`src/rtl/ref_div_pkg.sv`:
```
// Shared constants for the reference tap divider.
// Assumes: the post-scaler stage count stays small (a handful of taps).
package ref_div_pkg;
    localparam int unsigned RATIO_W_DEF   = 12;
    localparam int unsigned STAGES_DEF    = 3;
    localparam int unsigned MIN_RATIO_DEF = 4;
endpackage

```
`src/rtl/ref_ratio_counter.sv`:
```
// Programmable divide-by-R counter. Emits a one-cycle terminal tick every
// max(R, MIN_RATIO) cycles while active; held at zero while inactive.
// Assumes: ratio may change at any time; a count already past the new
// terminal value wraps at once.
module ref_ratio_counter #(
    parameter int unsigned RATIO_W   = ref_div_pkg::RATIO_W_DEF,
    parameter int unsigned MIN_RATIO = ref_div_pkg::MIN_RATIO_DEF
) (
    input  logic               clk,
    input  logic               rst_n,
    input  logic               active,
    input  logic [RATIO_W-1:0] ratio,
    output logic               tick
);
    localparam logic [RATIO_W-1:0] MIN_R = RATIO_W'(MIN_RATIO);

    logic [RATIO_W-1:0] cnt;
    logic [RATIO_W-1:0] last_val;

    // Terminal value after clamping small ratios
    always_comb begin
        last_val = ((ratio < MIN_R) ? MIN_R : ratio) - RATIO_W'(1);
        tick     = active && (cnt >= last_val);
    end

    // Count up, wrap at terminal, hold cleared while inactive
    always_ff @(posedge clk) begin
        if (!rst_n || !active) cnt <= '0;
        else if (tick)         cnt <= '0;
        else                   cnt <= cnt + RATIO_W'(1);
    end


    tc_wrap_chk: assert property (@(posedge clk) disable iff (!rst_n)
        tick |=> (cnt == '0));

    idle_hold_chk: assert property (@(posedge clk) disable iff (!rst_n)
        !active |=> (cnt == '0));
endmodule

```
`src/rtl/ref_post_scaler.sv`:
```
// Binary post-scaler after the ratio counter. Tap k is high on the ticks
// that complete a group of 2^k ticks; tap 0 is every tick.
// Assumes: tick is a single-cycle strobe.
module ref_post_scaler #(
    parameter int unsigned STAGES = ref_div_pkg::STAGES_DEF,
    localparam int unsigned TAPS  = STAGES + 1
) (
    input  logic            clk,
    input  logic            rst_n,
    input  logic            active,
    input  logic            tick,
    output logic [TAPS-1:0] taps
);
    logic [STAGES-1:0] post;

    // Advance the binary count on each tick
    always_ff @(posedge clk) begin
        if (!rst_n || !active) post <= '0;
        else if (tick)         post <= post + STAGES'(1);
    end

    assign taps[0] = tick;
    for (genvar k = 1; k < TAPS; k++) begin : g_tap
        // Tap k fires when the low k bits are all ones at a tick
        assign taps[k] = tick && (&post[k-1:0]);

        nested_tap_chk: assert property (@(posedge clk) disable iff (!rst_n)
            taps[k] |-> taps[k-1]);
    end


    post_step_chk: assert property (@(posedge clk) disable iff (!rst_n)
        (tick && active) |=> (post == $past(post) + STAGES'(1)));
endmodule

```
`src/rtl/ref_tap_pick.sv`:
```
// Selects one tap and delivers it through a two-register pipeline:
// 'early' leads 'pulse' by one cycle, which the window logic relies on.
// Assumes: REVERSE=1 maps code k to tap TAPS-1-k.
module ref_tap_pick #(
    parameter int unsigned TAPS    = ref_div_pkg::STAGES_DEF + 1,
    parameter bit          REVERSE = 1'b0,
    localparam int unsigned SEL_W  = (TAPS > 1) ? $clog2(TAPS) : 1
) (
    input  logic             clk,
    input  logic             rst_n,
    input  logic [TAPS-1:0]  taps,
    input  logic [SEL_W-1:0] sel,
    input  logic             en,
    output logic             early,
    output logic             pulse
);
    logic [SEL_W-1:0] idx;
    logic             hit;

    // Map the code onto a tap index, in forward or reversed order
    always_comb begin
        idx = REVERSE ? (SEL_W'(TAPS - 1) - sel) : sel;
        hit = (int'(idx) < TAPS) ? taps[idx] : 1'b0;
    end

    // Register the selected event, then align it to the output
    always_ff @(posedge clk) begin
        if (!rst_n) begin
            early <= 1'b0;
            pulse <= 1'b0;
        end else begin
            early <= hit && en;
            pulse <= early;
        end
    end


    single_cycle_chk: assert property (@(posedge clk) disable iff (!rst_n)
        pulse |=> !pulse);
endmodule

```
`src/rtl/ref_tap_divider.sv`:
```
// Top: reference divider, binary post-scaler, main/aux tap selects,
// compensation window and divided-reference test output.
// Assumes: one reference-clock domain; ratio and selects are quasi-static.
module ref_tap_divider #(
    parameter int unsigned RATIO_W   = ref_div_pkg::RATIO_W_DEF,
    parameter int unsigned STAGES    = ref_div_pkg::STAGES_DEF,
    parameter int unsigned MIN_RATIO = ref_div_pkg::MIN_RATIO_DEF,
    localparam int unsigned TAPS     = STAGES + 1,
    localparam int unsigned SEL_W    = (TAPS > 1) ? $clog2(TAPS) : 1
) (
    input  logic               clk,
    input  logic               rst_n,
    input  logic [RATIO_W-1:0] ratio,
    input  logic [SEL_W-1:0]   main_sel,
    input  logic [SEL_W-1:0]   aux_sel,
    input  logic               main_en,
    input  logic               aux_en,
    output logic               main_pulse,
    output logic               aux_pulse,
    output logic               comp_window,
    output logic               ref_tick
);
    logic            active;
    logic            div_tick;
    logic [TAPS-1:0] taps;
    logic            main_early, aux_early, tick_early;
    logic            main_after;

    assign active = main_en || aux_en;

    ref_ratio_counter #(.RATIO_W(RATIO_W), .MIN_RATIO(MIN_RATIO)) u_cnt (
        .clk(clk), .rst_n(rst_n), .active(active), .ratio(ratio), .tick(div_tick)
    );

    ref_post_scaler #(.STAGES(STAGES)) u_post (
        .clk(clk), .rst_n(rst_n), .active(active), .tick(div_tick), .taps(taps)
    );

    ref_tap_pick #(.TAPS(TAPS), .REVERSE(1'b0)) u_main (
        .clk(clk), .rst_n(rst_n), .taps(taps), .sel(main_sel), .en(main_en),
        .early(main_early), .pulse(main_pulse)
    );

    ref_tap_pick #(.TAPS(TAPS), .REVERSE(1'b1)) u_aux (
        .clk(clk), .rst_n(rst_n), .taps(taps), .sel(aux_sel), .en(aux_en),
        .early(aux_early), .pulse(aux_pulse)
    );

    ref_tap_pick #(.TAPS(TAPS), .REVERSE(1'b0)) u_test (
        .clk(clk), .rst_n(rst_n), .taps(taps), .sel('0), .en(1'b1),
        .early(tick_early), .pulse(ref_tick)
    );

    // Hold the main event one more cycle for the trailing window edge
    always_ff @(posedge clk) begin
        if (!rst_n) main_after <= 1'b0;
        else        main_after <= main_pulse;
    end

    assign comp_window = main_early || main_pulse || main_after;


    tap_align_chk: assert property (@(posedge clk) disable iff (!rst_n)
        (main_pulse || aux_pulse) |-> ref_tick);

    window_tail_chk: assert property (@(posedge clk) disable iff (!rst_n)
        main_pulse |=> comp_window);

    main_gate_chk: assert property (@(posedge clk) disable iff (!rst_n)
        main_pulse |-> $past(main_en, 2));
endmodule

```
`config.mk`:
```
export PLATFORM = sky130hd
export DESIGN_NAME = ref_tap_divider
export DESIGN_NICKNAME = d
export VERILOG_FILES = /design/src/rtl/ref_div_pkg.sv /design/src/rtl/ref_ratio_counter.sv /design/src/rtl/ref_post_scaler.sv /design/src/rtl/ref_tap_pick.sv /design/src/rtl/ref_tap_divider.sv
export SDC_FILE = /design/constraint.sdc
export NUM_CORES = 1
export LEC_CHECK = 0
export BUFFER_PORTS_ARGS = -buffer_cell sky130_fd_sc_hd__buf_2
export CORE_MARGIN = 2
export CORE_UTILIZATION = 40
export CTS_BUF_LIST = sky130_fd_sc_hd__clkbuf_4
export DETAILED_ROUTE_END_ITERATION = 8
export HOLD_SLACK_MARGIN = 0.1
export PLACE_DENSITY_LB_ADDON = 0.2
export SYNTH_ARGS = -nofsm -noshare
export SYNTH_HDL_FRONTEND = slang
export SYNTH_SLANG_ARGS = --single-unit
```
`constraint.sdc`:
```
create_clock -name clk -period 7.9 [get_ports clk]
set_input_delay 1.58 -clock clk [delete_from_list [all_inputs] [get_ports clk]]
set_output_delay 1.58 -clock clk [all_outputs]
set_load 0.01 [all_outputs]
```
; Yosys cells after proc, flatten, opt, wreduce, memory -nomap -nowiden
; Index checks and enable logic that the tools add are counted.
; Widths: inputs -> output; s select.
[op_classes]
shift = 0
reduce_logical = 15
n_div = 0
bitwise_logic = 0
n_eq_ne = 0
magnitude_cmp = 4
add_sub_neg = 4
mux = 5
multipliers = 0
[op_table]
columns = cell, n
row1 = $add 12x1->12 const B, 1
row2 = $ge 12x12->1, 1
row3 = $lt 12x3->1 const B, 1
row4 = $mux 12, 1
row5 = $sub 12x1->12 const B, 1
row6 = $logic_and 1x1->1, 6
row7 = $lt 2x3->1 const B, 2
row8 = $bmux 1 s2, 2
row9 = $logic_or 1x1->1, 4
row10 = $add 3x1->3 const B, 1
row11 = $reduce_and 3->1, 1
row12 = $logic_not 1->1, 2
row13 = $mux 1, 2
row14 = $reduce_and 2->1, 1
row15 = $reduce_or 2->1, 1
row16 = $sub 2x2->2 const A, 1
[totals]
mem_bits_rw = 0
output_inout_bits = 4
input_bits = 20
memories = 0
romBits = 0
ff_bits = 22
elab_cells = 37
latch_bits = 0

; Longest topological paths before layout
[logic_depth]
ltp_word = 9
depth_mapped = 14

; By module
; Synthesis repeated with hierarchy kept, for this count alone.
[hier_totals]
hier_cells = 159
area_unflattened_um2 = 1456.4
[modules_own_cells]
columns = module, n_inst, area_per_inst_um2, cells_each
row1 = ref_ratio_counter, 1, 1021.0, 121
row2 = ref_tap_pick, 3, 75.1, 5
row3 = ref_post_scaler, 1, 163.9, 17
row4 = ref_tap_divider, 1, 46.3, 6

; Worst setup path after synthesis
; No wires, ideal clock.
[synth_timing]
path_type = input port to flip-flop
from = input port ratio[8]
to = register u_cnt.cnt[2]
required_time_ps = 7785
n_path_buf = 1
arrival_time_ps = 4269
setup_slack_ps = 3516
stages = 14
path_cell_list = nor4_1 -> nand3b_1 -> o31ai_1 -> ha_1 -> nand3_2 -> nor4_1 -> xnor2_1 -> ha_1 -> nand4_1 -> nor4_2 -> a21oi_1 -> nand3_2 -> buf_4 -> nor2_1
[synth_between]
elab_chain_cells = 6
[synth_lines]
columns = element, line_no
row1 = "start, declared", ref_tap_divider.sv:13  ; input logic [RATIO_W-1:0] ratio,
row2 = $lt 12x3->1, ref_ratio_counter.sv:22  ; last_val = ((ratio < MIN_R) ? MIN_R : ratio) - RATIO_W'(1);
row3 = $mux 12 (*), ref_ratio_counter.sv:22
row4 = $sub 12x1->12 (*), ref_ratio_counter.sv:22
row5 = $ge 12x12->1 (*), ref_ratio_counter.sv:23  ; tick = active && (cnt >= last_val);
row6 = $logic_and 1x1->1 (*), ref_ratio_counter.sv:23
row7 = $reduce_or 2->1 (no line) (*), --
row8 = "end signal, assigned", ref_ratio_counter.sv:30  ; else cnt <= cnt + RATIO_W'(1);
row9 = "end, declared", ref_ratio_counter.sv:17  ; logic [RATIO_W-1:0] cnt;
; Every way passes the cells marked *; elsewhere a longest branch is shown, timed or not.
; A chain may end at the register's enable or synchronous reset.

; Worst setup path after layout
[layout_timing]
from = input port ratio[6]
to = register u_post.post[1]
[layout_between]
elab_chain_cells = 5
[layout_lines]
columns = element, line_no
row1 = $lt 12x3->1, ref_ratio_counter.sv:22
row2 = $mux 12 (*), ref_ratio_counter.sv:22
row3 = $sub 12x1->12 (*), ref_ratio_counter.sv:22
row4 = $ge 12x12->1 (*), ref_ratio_counter.sv:23
row5 = $logic_and 1x1->1 (*), ref_ratio_counter.sv:23
row6 = "end signal, assigned", ref_post_scaler.sv:19  ; else if (tick) post <= post + STAGES'(1);
row7 = "end, declared", ref_post_scaler.sv:14  ; logic [STAGES-1:0] post;
; Marked as above.

==> run summary <==
The run finished with clean final reports. For the worst setup path, the data arrival time is 4.81 ns. The run gives 0 ns as the post-route setup TNS. In this run, post-CTS repair resized a total of 0 instances. The internal power of the cells totals 0.000174 W. The number of distinct library cells after synthesis is 37. The layout cell share with drive strength beyond 1 was 0.204; the count of yosys warnings during synthesis was 0.

The floorplan step defined a die boundary enclosing 3910 sq um. For the finished layout, the period the worst path requires is 4.56 ns. The logs give 0.140 for the overall global routing resource usage and 0 for the number of violations of the max-capacitance limit.

The final layout net count was 218. The fraction of power spent switching nets came out at 0.224. dfxtp_1 takes more of the synthesized area than any other cell. The first global-routing pass estimated 4.46 mm of wire. TritonCTS built the clock tree. The clock share of power is 0.383. After clock tree synthesis, the clock-pin slew on the worst setup and hold paths is 0.13 ns. The top-area cell type share of the netlist area was 0.321.

For the pin with the worst max-slew slack, the measured transition is 0.445 ns. Clock latency on the worst-skew pair, taken at its later pin, is 0.31 ns. The area growth from synthesis to layout is 15.9%. In the routed design, unresolved DRC markers number 0. Maximum fanout along the worst path: 5. Setup violations remaining at the end of the flow were counted as 0. Portion of the clock cycle consumed by the worst path in the final layout: 0.578. The number of primary I/O pins is 24.

The largest net degree at the start of global routing was 14; the post-synthesis sequential element count was 22. Leaving out fill and tap cells, the most frequent cell in the layout is buf_2. Routability-driven placement finished with a final weighted congestion of 0.785.

The proportion of power drawn by flip-flops and latches came out at 0.503. For this design the static power due to leakage is 0.674 nW. The first routing iteration left 20 violations.

The worst setup path is captured at a flip-flop. The setup path with the least slack is of type in2reg. IR analysis of the VDD net gives a maximum drop of 0.0665 mV. A synthesized cell averages 8.85 sq um. For the portion of total power attributed to combinational logic, the log shows 0.114. Areal power density over the cells: 141 nW/um^2.

Before antenna repair, the detailed router went through 4 iterations. Summing over every cut layer, the via total after detailed routing is 1,132. By area the synthesized netlist is led by dfxtp_1 32%, ha_1 15%, xnor2_1 7.0%. TritonCTS created 3 clock buffers.

Post-placement setup slack: 3.00 ns. The total overflow left after global routing is 0. The logs give 191 for the post-synthesis net count and 0.0000503 W for the net switching power figure. The count of H-tree levels built during CTS was 1.

The detail-routed net length per standard cell works out to 11.2 um. The run gives 0.414 as the effective utilization at floorplan. Setup repair after global routing left no endpoint under its margin. In the synthesized netlist, the number of instances is 155. The core region is 3310 sq um.

The wire-length estimate of the detail-placed layout is 2.10 mm. The worst setup margin was 3.34 ns; the number of global-route vias before repair was 1,060. The relative slew slack was 0.701; the final-report hold violation count was 0. The clock passes through at most 2 buffers.

For this run, the top clock speed supported by timing is 0.219 GHz. For the worst setup path, the data required time is 8.15 ns. After routing the design area is 1590 sq um. The run gives 0 as the max-slew violation total from the final report.

The number of port buffers was 23. The category of the worst setup path launch point was an input port. Share of synthesized area occupied by flip-flops and latches: 0.321. The routed design has 2.53 mm of wire. The total setup buffers inserted after CTS is 0, and the final setup skew is 0.00808 ns. The number of antenna violations at the first check in global routing was 0; the placed instance area was 1540 sq um. The number of hold-repair buffers added at the cts stage is 0, and the number of antenna repair diodes is 0. Kind of path behind the tightest hold check: reg2reg. The count of nets left with antenna violations once routing finished came out at 0. The floorplan die height is 62.6 um. The die is 62.6 um wide. In this run the core area contains 21 standard-cell rows. The clock root buffer was clkbuf_4.

For the worst hold-check slack, the log shows 0.448 ns. The post-synthesis cell area came out at 1370 sq um. The run gives 22 as the TritonCTS sink count. In the layout the commonest cells are 23 x buf_2, 22 x nor2_1, 22 x dfxtp_1, 16 x ha_1. The detail-routed via count per cell came out at 4.99. The tools report the post-route core utilization as 0.480.
[kinds of logic after synthesis]
group	after synthesis	share of synthesized area
flops	22	0.321
simple gates	69	0.270
compound gates	23	0.111
xor+xnor	17	0.109
buf+inv	4	0.0137
fa+ha+maj	16	0.146
mux	4	0.0292
[critical path, stage by stage]
cell and delay (ns):
buf_2 0.13, nor4_1 0.43, nand3b_1 0.21, o31ai_1 0.34, ha_1 0.30, nand3_2 0.12
nor4_1 0.25, xnor2_1 0.13, ha_1 0.30, nand4_1 0.17, nor4_2 0.35, a21oi_1 0.15
nand2_2 0.16, mux2i_1 0.20
[Yosys cell counts, drive strengths merged]
cell type,n
nand2,12
o21a,2
o22a,1
nor2,23
nor4,3
a21o,2
and2,6
nor3,6
xnor2,11
and4,1
o22ai,1
and3,1
a21oi,7
o21ai,6
nand4,2
or3,2
dfxtp,22
o41ai,1
nand3b,1
and3b,1
a21boi,1
ha,16
or4,1
mux2i,4
buf,1
nand3,8
nand2b,1
o31ai,2
nor3b,1
inv,3
xor2,6
[routing by layer]
layer  track usage  wire length (um)  up-vias
li1              -                 -      599
met1         0.176              1280      507
met2         0.242              1140       21
met3        0.0162                63        5
met4        0.0583                47        0
met5             0                 0        -
[path summary, 6_finish.rpt]
check             slack [ns]  depth (start not counted)          from              to
hold / removal          0.45                          1  u_test.early    u_test.pulse
setup / recovery        3.34                         14      ratio[6]  u_post.post[1]
hold reg to reg         0.45                          1  u_test.early    u_test.pulse
setup reg to reg        6.04                          7  u_cnt.cnt[0]    u_cnt.cnt[5]
[area by class of cell]
type                       count  area, sq um
tap                           46         57.6
fill                         346         1720
clock inverter                 1         30.0
multi-input combinational    129          912
clock buffer                   3         22.5
sequential                    22          440
inverter                       3         11.3
timing repair buffer          23          115
[state kept, by name, indices dropped and copies added (netlist names)]
name,cells
main_after,1
u_aux.early,1
u_aux.pulse,1
u_cnt.cnt,12
u_main.early,1
u_main.pulse,1
u_post.post,3
u_test.early,1
u_test.pulse,1
[per-stage QoR]
stage	std cells	power, W
floorplan	155	0.000130
global placement	223	0.000140
detailed placement	223	0.000141
CTS	227	0.000227
global route	227	0.000235
finish	227	0.000225
[power groups by stage]
stage | combinational, W | clock, W | sequential (W)
after global routing | 0.0000295 | 0.0000923 | 0.000113
after global placement | 0.0000248 | 0 | 0.000115
after CTS | 0.0000258 | 0.0000877 | 0.000113
after floorplan | 0.0000150 | 0 | 0.000115
after detailed placement | 0.0000256 | 0 | 0.000115
final | 0.0000256 | 0.0000860 | 0.000113
No activity file was read; power rests on OpenSTA's default activity.
